[src/rtl/i2c_scl_gen.sv]
module i2c_scl_gen #(
  parameter int DIV_W = 7
) (
  input  logic             clk,
  input  logic             rst_n,
  input  logic             cfg_wr,
  input  logic [DIV_W:0]   cfg_wdata,
  output logic [DIV_W:0]   cfg_rdata,
  input  logic             periph_en,
  input  logic             run_req,
  output logic             scl_drive_low,
  output logic             tick_fall,
  output logic             tick_rise
);
  localparam int CNT_W = DIV_W + 3;

  logic [DIV_W:0]   ctrl_q;
  logic [DIV_W-1:0] div_lat_q;
  logic [CNT_W-1:0] cnt_q;
  logic             low_q, tf_q, tr_q;

  wire              active   = periph_en & run_req;
  wire [CNT_W-1:0]  base_new = CNT_W'(ctrl_q[DIV_W-1:0]) + CNT_W'(2);
  wire [CNT_W-1:0]  low_new  = ctrl_q[DIV_W] ? (base_new << 1) : base_new;
  wire [CNT_W-1:0]  high_len = CNT_W'(div_lat_q) + CNT_W'(2);

  always_ff @(posedge clk) begin
    if (!rst_n)      ctrl_q <= '0;
    else if (cfg_wr) ctrl_q <= cfg_wdata;
  end

  always_ff @(posedge clk) begin
    if (!rst_n || !active) begin
      low_q     <= 1'b0;
      cnt_q     <= '0;
      tf_q      <= 1'b0;
      tr_q      <= 1'b0;
      if (!rst_n) div_lat_q <= '0;
    end else begin
      tf_q <= 1'b0;
      tr_q <= 1'b0;
      if (cnt_q != '0) begin
        cnt_q <= cnt_q - CNT_W'(1);
      end else if (low_q) begin
        low_q <= 1'b0;
        cnt_q <= high_len - CNT_W'(1);
        tr_q  <= 1'b1;
      end else begin
        low_q     <= 1'b1;
        div_lat_q <= ctrl_q[DIV_W-1:0];
        cnt_q     <= low_new - CNT_W'(1);
        tf_q      <= 1'b1;
      end
    end
  end

  assign cfg_rdata     = ctrl_q;
  assign scl_drive_low = low_q;
  assign tick_fall     = tf_q;
  assign tick_rise     = tr_q;
endmodule

[config.mk]
export PLATFORM = sky130hd
export DESIGN_NAME = i2c_scl_gen
export DESIGN_NICKNAME = d
export VERILOG_FILES = /design/src/rtl/i2c_scl_gen.sv
export SDC_FILE = /design/constraint.sdc
export NUM_CORES = 1
export LEC_CHECK = 0
export BUFFER_PORTS_ARGS = -buffer_cell sky130_fd_sc_hd__buf_2
export CAP_MARGIN = 10
export CORE_MARGIN = 2
export CORE_UTILIZATION = 52
export DETAILED_ROUTE_END_ITERATION = 8
export GPL_ROUTABILITY_DRIVEN = 0
export PLACE_DENSITY = 0.76
export SLEW_MARGIN = 10
export SYNTH_ARGS = -nofsm -noshare
export SYNTH_HDL_FRONTEND = slang
export SYNTH_SLANG_ARGS = --single-unit
[constraint.sdc]
create_clock -name clk -period 2 [get_ports clk]
set_input_delay 0.2 -clock clk [delete_from_list [all_inputs] [get_ports clk]]
set_output_delay 0.2 -clock clk [all_outputs]
set_load 0.05 [all_outputs]
==> results.md, run 1 <==
* Die W at 64.8 um
* FILL cells at 324
* Syn_area_per_cell at 8.48 um2
* Power per Cell Area at about 740 mW/mm2
* Initial core utilization at 0.534
* Cts bufs inserted at 3
* Fin crit share at 0.961
* Main flop type after synthesis: dfxtp_1
* Post-synth cell types at 48
* Max frequency at 520 MHz
* Post-synth top area share at 0.218
* Number of diodes at 0
* Max FO, Critical Path at 7
* Async set-or-reset flop fraction in the synthesized netlist at 0
* DRT Pass-1 Iters at 4
* Clock-pin slew on the worst setup and hold paths at 0.10 ns
* Number of synthesized flops with an enable pin at 7
* Setup violators final at 0
* Vias post-DR at 1727
* Status: complete, no violations
* Final net count at 276
* Lkg Pwr at ~0.00096 uW
* Minimum clock period at 1.92 ns
* Worst-Margin Slew at 0.597 ns
* Register Area at 647 um2
* Routed wire length at 4510 um
* WP data arrival at 2.10 ns
* Die area at approximately 0.0042 mm2
* Core area at 0.00361 mm2
* Share of cells above drive strength 1 at 0.261
* Most common cell after layout, fill and taps aside: buf_2
* WL per Instance at roughly 15 um
* Vias in the first global route at 1635
* DRC at 0
* Clock latency on the worst-skew pair at ~0.28 ns
* Rel. slew slack at 0.597
* Commonest cells after routing, fill and taps aside: 23 x buf_2, 19 x nand2_1, 17 x buf_4
* Area of the multi-input gates at 0.00125 mm2
* Largest net degree at the start of global routing at 20
* Crit. End Element: flip-flop
* Routed vias/inst at 5.66
* WHS at around 0.18 ns
* Clock Sink Count at 28
* Ys Warns at 0
* Hold_buf cts at 0
* Synth top area cells: dfxtp_1 22%, edfxtp_1 11%, mux2i_1 6.8%, xnor2_1 4.6%, xor2_1 4.6%
* Worst EP required at around 2.2 ns
* Register area share after synthesis at 0.328
* Global route overflow at 0
* Number of buffers inserted by port buffering at 23
* Tot GR Track Use at 0.225
* Cells after Synth at around 230
* First-pass GRT wire length at 7550 um
* Max-cap violations at 0
* CTS tree: done
* Routed Antenna Nets at 0
* P&R area growth vs syn at 19.4%
* Final Hold Fails at 0
* CP startpoint kind: flip-flop
* Num rows at 22
* Clock H-tree levels at 1
* Synth Register Bits at 28
* DR iter-0 viols at 99
* Maximum vdd drop at 0.303 mV
* Num ports at 24
* Worst Clk Skew at 0.00250 ns
* Total power draw at 1700 uW
* Slowest stage cell, crit path: or4_4
* Fin. max-slew vios at 0
* Clk root buf: clkbuf_8
* CP max stage delay at approximately 0.50 ns
* CP Class: reg2reg
* Worst Hold Class: in2reg
* Max Buffers Root-to-Sink at 2
* Die Ht at 64.8 um
* Finished Cell Area at 0.00230 mm2
* Initial antenna violation count at 0
* Mapped Nets at 245
* Dpl hpwl at 3200 um
* Post-Place Cell Area at 0.00215 mm2
* Worst path cell trace: nor4_4, nand3b_4, or4_4, a21oi_2, a211oi_1, a41o_1
* Mapped cell area at between 0.0015 and 0.002 mm2
* Synth area leader: dfxtp_1
-- metrics by stage --
step | TNS [ns] | utilization | setup slack, ns | instances
after detailed placement | -0.00354 | 0.597 | -0.00354 | 297
after floorplan | 0 | - | 0.00840 | 227
after global placement | 0 | 0.597 | 0.0342 | 297
after CTS | 0 | 0.622 | 0.00504 | 303
after global routing | -0.0319 | 0.637 | -0.0170 | 305
final | 0 | 0.637 | 0.0787 | 305
-- critical path: cells and delay by family, from the launching register on --
family,cells,cell delay (ns)
DFF,1,0.36
and+or+nand+nor,3,1.04
AOI/OAI and AO/OA,3,0.42
-- power breakdown --
part / total, uW / internal [uW] / leakage (uW) / switching [uW]
clock: 447 / 268 / 0.0000357 / 179
combinational: 581 / 252 / 0.000674 / 329
sequential: 670 / 622 / 0.000249 / 48.5
-- sequential cells by signal (all words and copies together) (netlist names) --
name,count
cnt_q,10
cfg_rdata,8
div_lat_q,7
scl_drive_low,1
tick_fall,1
tick_rise,1
-- cells by family (layout without fill, tap and decap cells) --
| logic type | Yosys count | in the layout | synth area share |
|---|---|---|---|
| AO/OA/AOI/OAI | 48 | 48 | 0.165 |
| flip-flops | 28 | 28 | 0.328 |
| multiplexers | 14 | 14 | 0.0735 |
| AND/OR/NAND/NOR | 92 | 92 | 0.265 |
| buffers and inverters | 20 | 50 | 0.0449 |
| XOR/XNOR | 20 | 20 | 0.0910 |
| adder cells (fa/ha/maj) | 5 | 5 | 0.0325 |
-- per-layer routing --
| layer | up-vias | routed length, um | GRT usage |
|---|---|---|---|
| met1 | 804 | 2080 | 0.302 |
| met4 | 0 | 59 | 0.0612 |
| met3 | 7 | 129 | 0.0174 |
| li1 | 881 | - | - |
| met5 | - | 0 | 0 |
| met2 | 35 | 2250 | 0.389 |
-- final cells by class --
cell class,count,area share
clock inverter,1,0.0131
multi-input combinational,179,0.542
clock buffer,3,0.0180
sequential,28,0.281
inverter,5,0.00871
timing repair buffer,41,0.111
tap,48,0.0261
-- worst paths after layout --
check                                  start      endpoint  slack [ns]  cells past startpoint
worst min-delay path            cfg_wdata[6]  cfg_rdata[6]        0.18                      3
worst min register to register      cnt_q[0]      cnt_q[0]        0.52                      1
worst max-delay path                cnt_q[2]      cnt_q[7]        0.08                      6
worst max register to register      cnt_q[2]      cnt_q[7]        0.08                      6
-- Yosys cell counts, types with 2 or more instances --
library cell and count:
ha_1 5, xnor2_1 10, nor3_1 6, a21oi_1 13, a31oi_1 2, o221ai_1 2, edfxtp_1 7, and4_1 3
inv_1 4, nand2_1 19, dfxtp_1 21, o311ai_0 2, xor2_1 10, mux2i_1 13, nand3_1 9, nand2b_1 5
buf_2 3, o211ai_1 2, o22ai_1 3, clkbuf_1 11, nand4b_1 2, and3_1 5, nor2b_1 9, and2_1 6
nand4_1 2, o21ai_0 9, a211oi_1 6, nor2_1 17, or3_1 2
-- what timing repair did --
item | CTS | global route
setup endpoints to repair | 1 | 9
setup buffers | 2 | 2
gates cloned | 0 | 0
endpoints found under the hold margin | 0 | 0
gates resized for setup | 1 | 15
pin swaps | 2 | 3
Power figures use the tool's default switching activity.
==> run 2: changes to the inputs <==
- CORE_UTILIZATION: 52 -> 56
- clock period: 2 -> 2.31 ns (I/O delays scaled with it)
==> run 2 against run 1 <==
Compared with the run above:
- design area is 8.0% lower
- register-to-register slack better by 0.18 ns
- fmax down 6.2%
- global-route usage fell by 0.34 points
- count of clock-buffer cells in the layout up 1
- non-clock buffer count shrank 11
- sequential share of layout area up 1.9 points
==> results.md, run 2 (synthesized netlist as in run 1, its figures left out) <==
* Status: complete, no violations
* Num rows at 21 (-4.5%)
* Buffer and inverter count on the worst path at 0 (unchanged)
* Final Hold Fails at 0 (unchanged)
* Vias post-DR at 1709 (-1.0%)
* Fin crit share at 0.887 (-0.0735)
* DRC at 0 (unchanged)
* Routed Antenna Nets at 0 (unchanged)
* CP Launch Point: cfg_rdata[2]
* Most flop-heavy register: cnt_q
* Clock latency on the worst-skew pair at 0.34 ns (+0.06 ns)
* DR iter-0 viols at 80 (-19%)
* Initial antenna violation count at 0 (unchanged)
* Setup violators final at 0 (unchanged)
* Hold_buf cts at 0 (unchanged)
* CTS tree: done
* Comb power frac at 0.350 (+0.008)
* Initial core utilization at 0.581 (+0.0476)
* Num ports at 24 (unchanged)
* Switching share of power at 0.367 (+0.0392)
* Setup bufs post-CTS at 0 (-2)
* DRT Pass-1 Iters at 4 (unchanged)
* Minimum clock period at 2.05 ns (+0.128 ns)
* Crit. End Element: flip-flop
* Worst Clk Skew at 0.00933 ns (+0.00683 ns)
* Sw power at 454 uW (-18%)
* CP startpoint kind: flip-flop
* Hold Crit Start: cfg_wdata[5]
* Register Area at 634 um2 (-1.9%)
* Vias in the first global route at 1514 (-7.4%)
* Area of the multi-input gates at 0.00121 mm2 (-2.9%)
* Post-Place Cell Area at 0.00208 mm2 (-3.1%)
* Die W at 62.6 um (-3.4%)
* WHS at 0.134 ns (-0.0495 ns)
* Share of cells above drive strength 1 at 0.175 (-0.0859)
* Lkg Pwr at 0.000877 uW (-8.4%)
* Cts bufs inserted at 3 (unchanged)
* Max Buffers Root-to-Sink at 2 (unchanged)
* Clk pwr share at 0.181 (-0.082)
* Top delay family on crit path: compound AO/OA/AOI/OAI gates
* WP data arrival at 2.35 ns (+0.25 ns)
* Routed vias/inst at 5.85 (+3.4%)
* Core area at 0.00331 mm2 (-8.2%)
* Most common cell after layout, fill and taps aside: buf_2
* Max-cap violations at 0 (unchanged)
* CP Class: reg2reg
* Worst Hold Class: in2reg
* Worst path cell trace: ha_2, and3_1, or3_1, o2111ai_1, a311o_1, o221ai_1, a41o_1
* Cell Int Power at 783 uW (-31%)
* Clk root buf: clkbuf_4
* Power per Cell Area at 585 mW/mm2 (-21%)
* Routed wire length at 4270 um (-5.3%)
* Commonest cells after routing, fill and taps aside: 23 x buf_2, 19 x nand2_1, 18 x dfxtp_1
* WL per Instance at 14.6 um (-1.1%)
* Critical R2R Launch: cfg_rdata[2]
* P&R area growth vs syn at 9.88%
* Die area at 0.00392 mm2 (-6.7%)
* Largest register FFs at 10 (unchanged)
* Final net count at 265 (-4.0%)
* Global route overflow at 0 (unchanged)
* Worst-Margin Slew at 0.608 ns (+0.0115 ns)
* Slowest stage cell, crit path: dfxtp_1
* Rel. slew slack at 0.593 (-0.00377)
* Number of diodes at 0 (unchanged)
* Tot GR Track Use at 0.222 (-0.00338)
* Number of buffers inserted by port buffering at 23 (unchanged)
* Max FO, Critical Path at 8 (+1)
* Dpl hpwl at 3180 um (-0.42%)
* Max frequency at 488 MHz (-6.2%)
* CP max stage delay at 0.48 ns (-0.02 ns)
* RSZ-0062 raised after global routing: no
* Clock-pin slew on the worst setup and hold paths at 0.16 ns (+0.06 ns)
* Die Ht at 62.6 um (-3.4%)
* Maximum vdd drop at 0.258 mV (-15%)
* First-pass GRT wire length at 6920 um (-8.3%)
* Largest net degree at the start of global routing at 22 (+10%)
* Fin. max-slew vios at 0 (unchanged)
* Clock H-tree levels at 1 (unchanged)
* Finished Cell Area at 0.00211 mm2 (-8.0%)
* Sequential Power Share at 0.469 (+0.075)
* FILL cells at 321 (-0.93%)
* Worst EP required at 2.61 ns (+0.43 ns)
* Clock Sink Count at 28 (unchanged)
==> run 2: layout make-up <==
| class | instances | share of cell area |
|---|---|---|
| Multi-Input combinational cell | 179 | 0.572 |
| Timing Repair Buffer | 30 | 0.0793 |
| Tap cell | 46 | 0.0272 |
| Inverter | 5 | 0.00888 |
| Clock buffer | 4 | 0.0124 |
| Sequential cell | 28 | 0.300 |
==> run 2: final timing paths <==
path / endpoint / slack, ns / cells after the start
max: cnt_q[7] / 0.26 / 7
min: cfg_rdata[5] / 0.13 / 3
max reg2reg: cnt_q[7] / 0.26 / 7
min reg2reg: cnt_q[0] / 0.52 / 1
==> run 2: through the flow <==
stage	worst slack, ns	setup TNS, ns	instances	util	total power (uW)
CTS	0.158	0	292	0.638	1240
finish	0.261	0	292	0.639	1240
floorplan	-0.00793	-0.00793	227	-	931
detailed placement	0.187	0	288	0.630	1020
global route	0.0419	0	292	0.639	1300
global placement	0.234	0	288	0.630	1020
==> run 2: power by group through the flow <==
stage	sequential, uW	combinational [uW]	clock (uW)
finish	581	433	224
global route	587	476	237
CTS	581	434	224
detailed placement	592	431	0
global placement	589	426	0
floorplan	617	314	0
==> run 2: routing by layer <==
| metal | global-route usage | vias to the layer above | wire length, um |
|---|---|---|---|
| li1 | - | 863 | - |
| met3 | 0.0216 | 5 | 225 |
| met5 | 0 | - | 0 |
| met2 | 0.387 | 46 | 2100 |
| met1 | 0.286 | 795 | 1890 |
| met4 | 0.0750 | 0 | 55 |
==> run 2: repair_timing <==
action / 4_1_cts / 5_1_grt
endpoints found under the setup margin: 0 / 2
endpoints found under the hold margin: 0 / 0
gates resized for setup: 0 / 2
==> run 2: worst reg2reg max path, delay by kind of cell (launching register included) <==
family | cells | cell delay [ns]
AND/OR/NAND/NOR | 2 | 0.50
adder cells (fa/ha/maj) | 1 | 0.31
AO/OA/AOI/OAI | 4 | 0.73
flip-flops | 1 | 0.48
==> run 3: changes to the inputs <==
--- a/config.mk
+++ b/config.mk
@@ -12,4 +12,5 @@
 export DETAILED_ROUTE_END_ITERATION = 8
 export GPL_ROUTABILITY_DRIVEN = 0
+export MAX_ROUTING_LAYER = met4
 export PLACE_DENSITY = 0.76
 export SLEW_MARGIN = 10
==> constraint.sdc (replaced) <==
create_clock -name clk -period 2.31 [get_ports clk]
set_input_delay 0.3465 -clock clk [delete_from_list [all_inputs] [get_ports clk]]
set_output_delay 0.3465 -clock clk [all_outputs]
set_load 0.05 [all_outputs]
==> run 3 against run 2 <==
Compared with the run above:
- die area did not move
- cell count rose by 0.34%
- utilization rose by 0.91 points
- via count fell by 0.88%
- design area rose by 1.4%
- fmax fell by 4.1%
- critical path depth fell by 1
- clock skew fell by 0.0038 ns
- clock power rose by 49%
- hold slack improved by 0.11 ns
- first-iteration DRC count fell by 24%
- largest cell class unchanged
- largest power group unchanged
- highest routed layer unchanged
==> results.md, run 3 (synthesized netlist as in run 1, its figures left out) <==
* Status: complete, no violations
* P&R area growth vs syn at 11.4%
* Most common cell after layout, fill and taps aside: buf_2
* DRT Pass-1 Iters at 5 (+1)
* Worst Clk Skew at 0.00551 ns (-0.00382 ns)
* Setup_tns at 0 ns (unchanged)
* Worst Hold Class: in2reg
* Setup violators final at 0 (unchanged)
* Slowest stage cell, crit path: dfxtp_1
* Crit. End Element: flip-flop
* Num rows at 21 (unchanged)
* Cts bufs inserted at 3 (unchanged)
* Num ports at 24 (unchanged)
* Routed wire length at 4140 um (-3.0%)
* CP Launch Point: cfg_rdata[3]
* Final net count at 266 (+0.38%)
* Rel. slew slack at 0.615 (+0.0218)
* Clk root buf: clkbuf_4
* Most flop-heavy register: cnt_q
* Global route overflow at 0 (unchanged)
* Initial antenna violation count at 0 (unchanged)
* WL per Instance at 14.1 um (-3.4%)
* Post-CTS sizing at 0 (unchanged)
* Worst EP required at 2.60 ns (about the same)
* Number of buffers inserted by port buffering at 23 (unchanged)
* Reg2Reg Depth at 6 (-1)
* WP data arrival at 2.43 ns (+0.08 ns)
* Clock Sink Count at 28 (unchanged)
* Lkg Pwr at 0.000897 uW (+2.2%)
* Dpl hpwl at 3090 um (-2.9%)
* Fin. max-slew vios at 0 (unchanged)
* Routed Antenna Nets at 0 (unchanged)
* Reg-to-Reg End: cnt_q[5]
* Routed vias/inst at 5.78 (-1.2%)
* Power per Cell Area at 628 mW/mm2 (+7.3%)
* Vias in the first global route at 1519 (+0.33%)
* Share of cells above drive strength 1 at 0.174 (-0.000708)
* Die W at 62.6 um (unchanged)
* Clock H-tree levels at 1 (unchanged)
* Setup bufs post-CTS at 0 (unchanged)
* Die Ht at 62.6 um (unchanged)
* Worst reg2reg setup slack at 0.17 ns (-0.09 ns)
* FILL cells at 323 (+0.62%)
* RSZ-0062 raised after global routing: no
* Commonest cells after routing, fill and taps aside: 23 x buf_2, 19 x nand2_1, 19 x dfxtp_1
* Max-cap violations at 0 (unchanged)
* Final Hold Fails at 0 (unchanged)
* Number of diodes at 0 (unchanged)
* Worst-Margin Slew at 0.570 ns (-0.0383 ns)
* Max FO, Critical Path at 15 (+7)
* Max Buffers Root-to-Sink at 2 (unchanged)
* Vias post-DR at 1694 (-0.88%)
* CTS tree: done
* Worst path cell trace: nand3_1, xor2_1, and3_1, xnor2_1, a221o_1, a21oi_2
* CP max stage delay at 0.64 ns (+0.16 ns)
* Initial core utilization at 0.581 (unchanged)
* Core area at 0.00331 mm2 (unchanged)
* Hold_buf cts at 0 (unchanged)
* First-pass GRT wire length at 6980 um (+0.79%)
* Maximum vdd drop at 0.254 mV (-1.6%)
* Max frequency at 468 MHz (-4.1%)
* DRC at 0 (unchanged)
* Clock-pin slew on the worst setup and hold paths at 0.16 ns (about the same)
* Critical R2R Launch: cfg_rdata[3]
* CP Class: reg2reg
* Fin crit share at 0.925 (+0.0380)
* Hold Crit Start: cfg_wdata[7]
* Minimum clock period at 2.14 ns (+0.0878 ns)
* Largest net degree at the start of global routing at 22 (unchanged)
* Tot GR Track Use at 0.230 (+0.00813)
* DR iter-0 viols at 61 (-24%)
* Die area at 0.00392 mm2 (unchanged)
* CP startpoint kind: flip-flop
* Final core occ at 0.648 (+0.00907)
* Clock latency on the worst-skew pair at 0.34 ns (about the same)
* Largest register FFs at 10 (unchanged)
* Setup crit end: cnt_q[5]
==> run 3: how the worst min path moves through the flow <==
stage | depth (start not counted) | slack (ns) | endpoint
4_1_cts | 3 | 0.25 | cfg_rdata[7]
5_1_grt | 3 | 0.24 | cfg_rdata[7]
3_5_place_dp | 1 | 0.52 | cnt_q[0]
3_3_place_gp | 1 | 0.51 | cnt_q[0]
6_report | 3 | 0.25 | cfg_rdata[7]
2_1_floorplan | 1 | 0.46 | cnt_q[0]
==> run 3: power breakdown <==
part           internal (uW)  leakage (uW)  switching, uW
sequential               539      0.000246           41.3
combinational            176      0.000623            256
clock                    176     0.0000279            158
total                    891      0.000897            456
==> run 3: area by class of cell <==
cell class	instances	area, um2	area share
clock inverters	1	30.0	0.0140
clock buffers	3	22.5	0.0105
repair buffers	31	175	0.0817
inverters	5	18.8	0.00875
flip-flops and latches	28	633	0.295
well taps	46	57.6	0.0268
multi-input cells	179	1210	0.563
==> run 3: routing by layer <==
layer  share of wire  global-route usage  vias up
met5               0                   -        -
met3           0.056              0.0216        4
li1                -                   -      867
met2            0.50               0.386       52
met4           0.013              0.0833        0
met1            0.44               0.289      771
==> run 3: through the flow <==
stage / area [um2] / total power, uW / hold WS [ns] / std cells / setup slack [ns]
final: 2140 / 1350 / 0.245 / 293 / 0.173
after global routing: 2140 / 1430 / 0.243 / 293 / 0.00375
after CTS: 2140 / 1350 / 0.249 / 293 / 0.186
after detailed placement: 2090 / 1020 / 0.516 / 289 / 0.223
after global placement: 2090 / 1020 / 0.515 / 289 / 0.214
after floorplan: 1930 / 931 / 0.460 / 227 / -0.00793
==> run 3: worst max-delay path, delay by kind of cell (launching register included) <==
family | cells | cell delay (ns)
flip-flops | 1 | 0.64
AO/OA/AOI/OAI | 2 | 0.47
XOR/XNOR | 2 | 0.44
AND/OR/NAND/NOR | 2 | 0.53
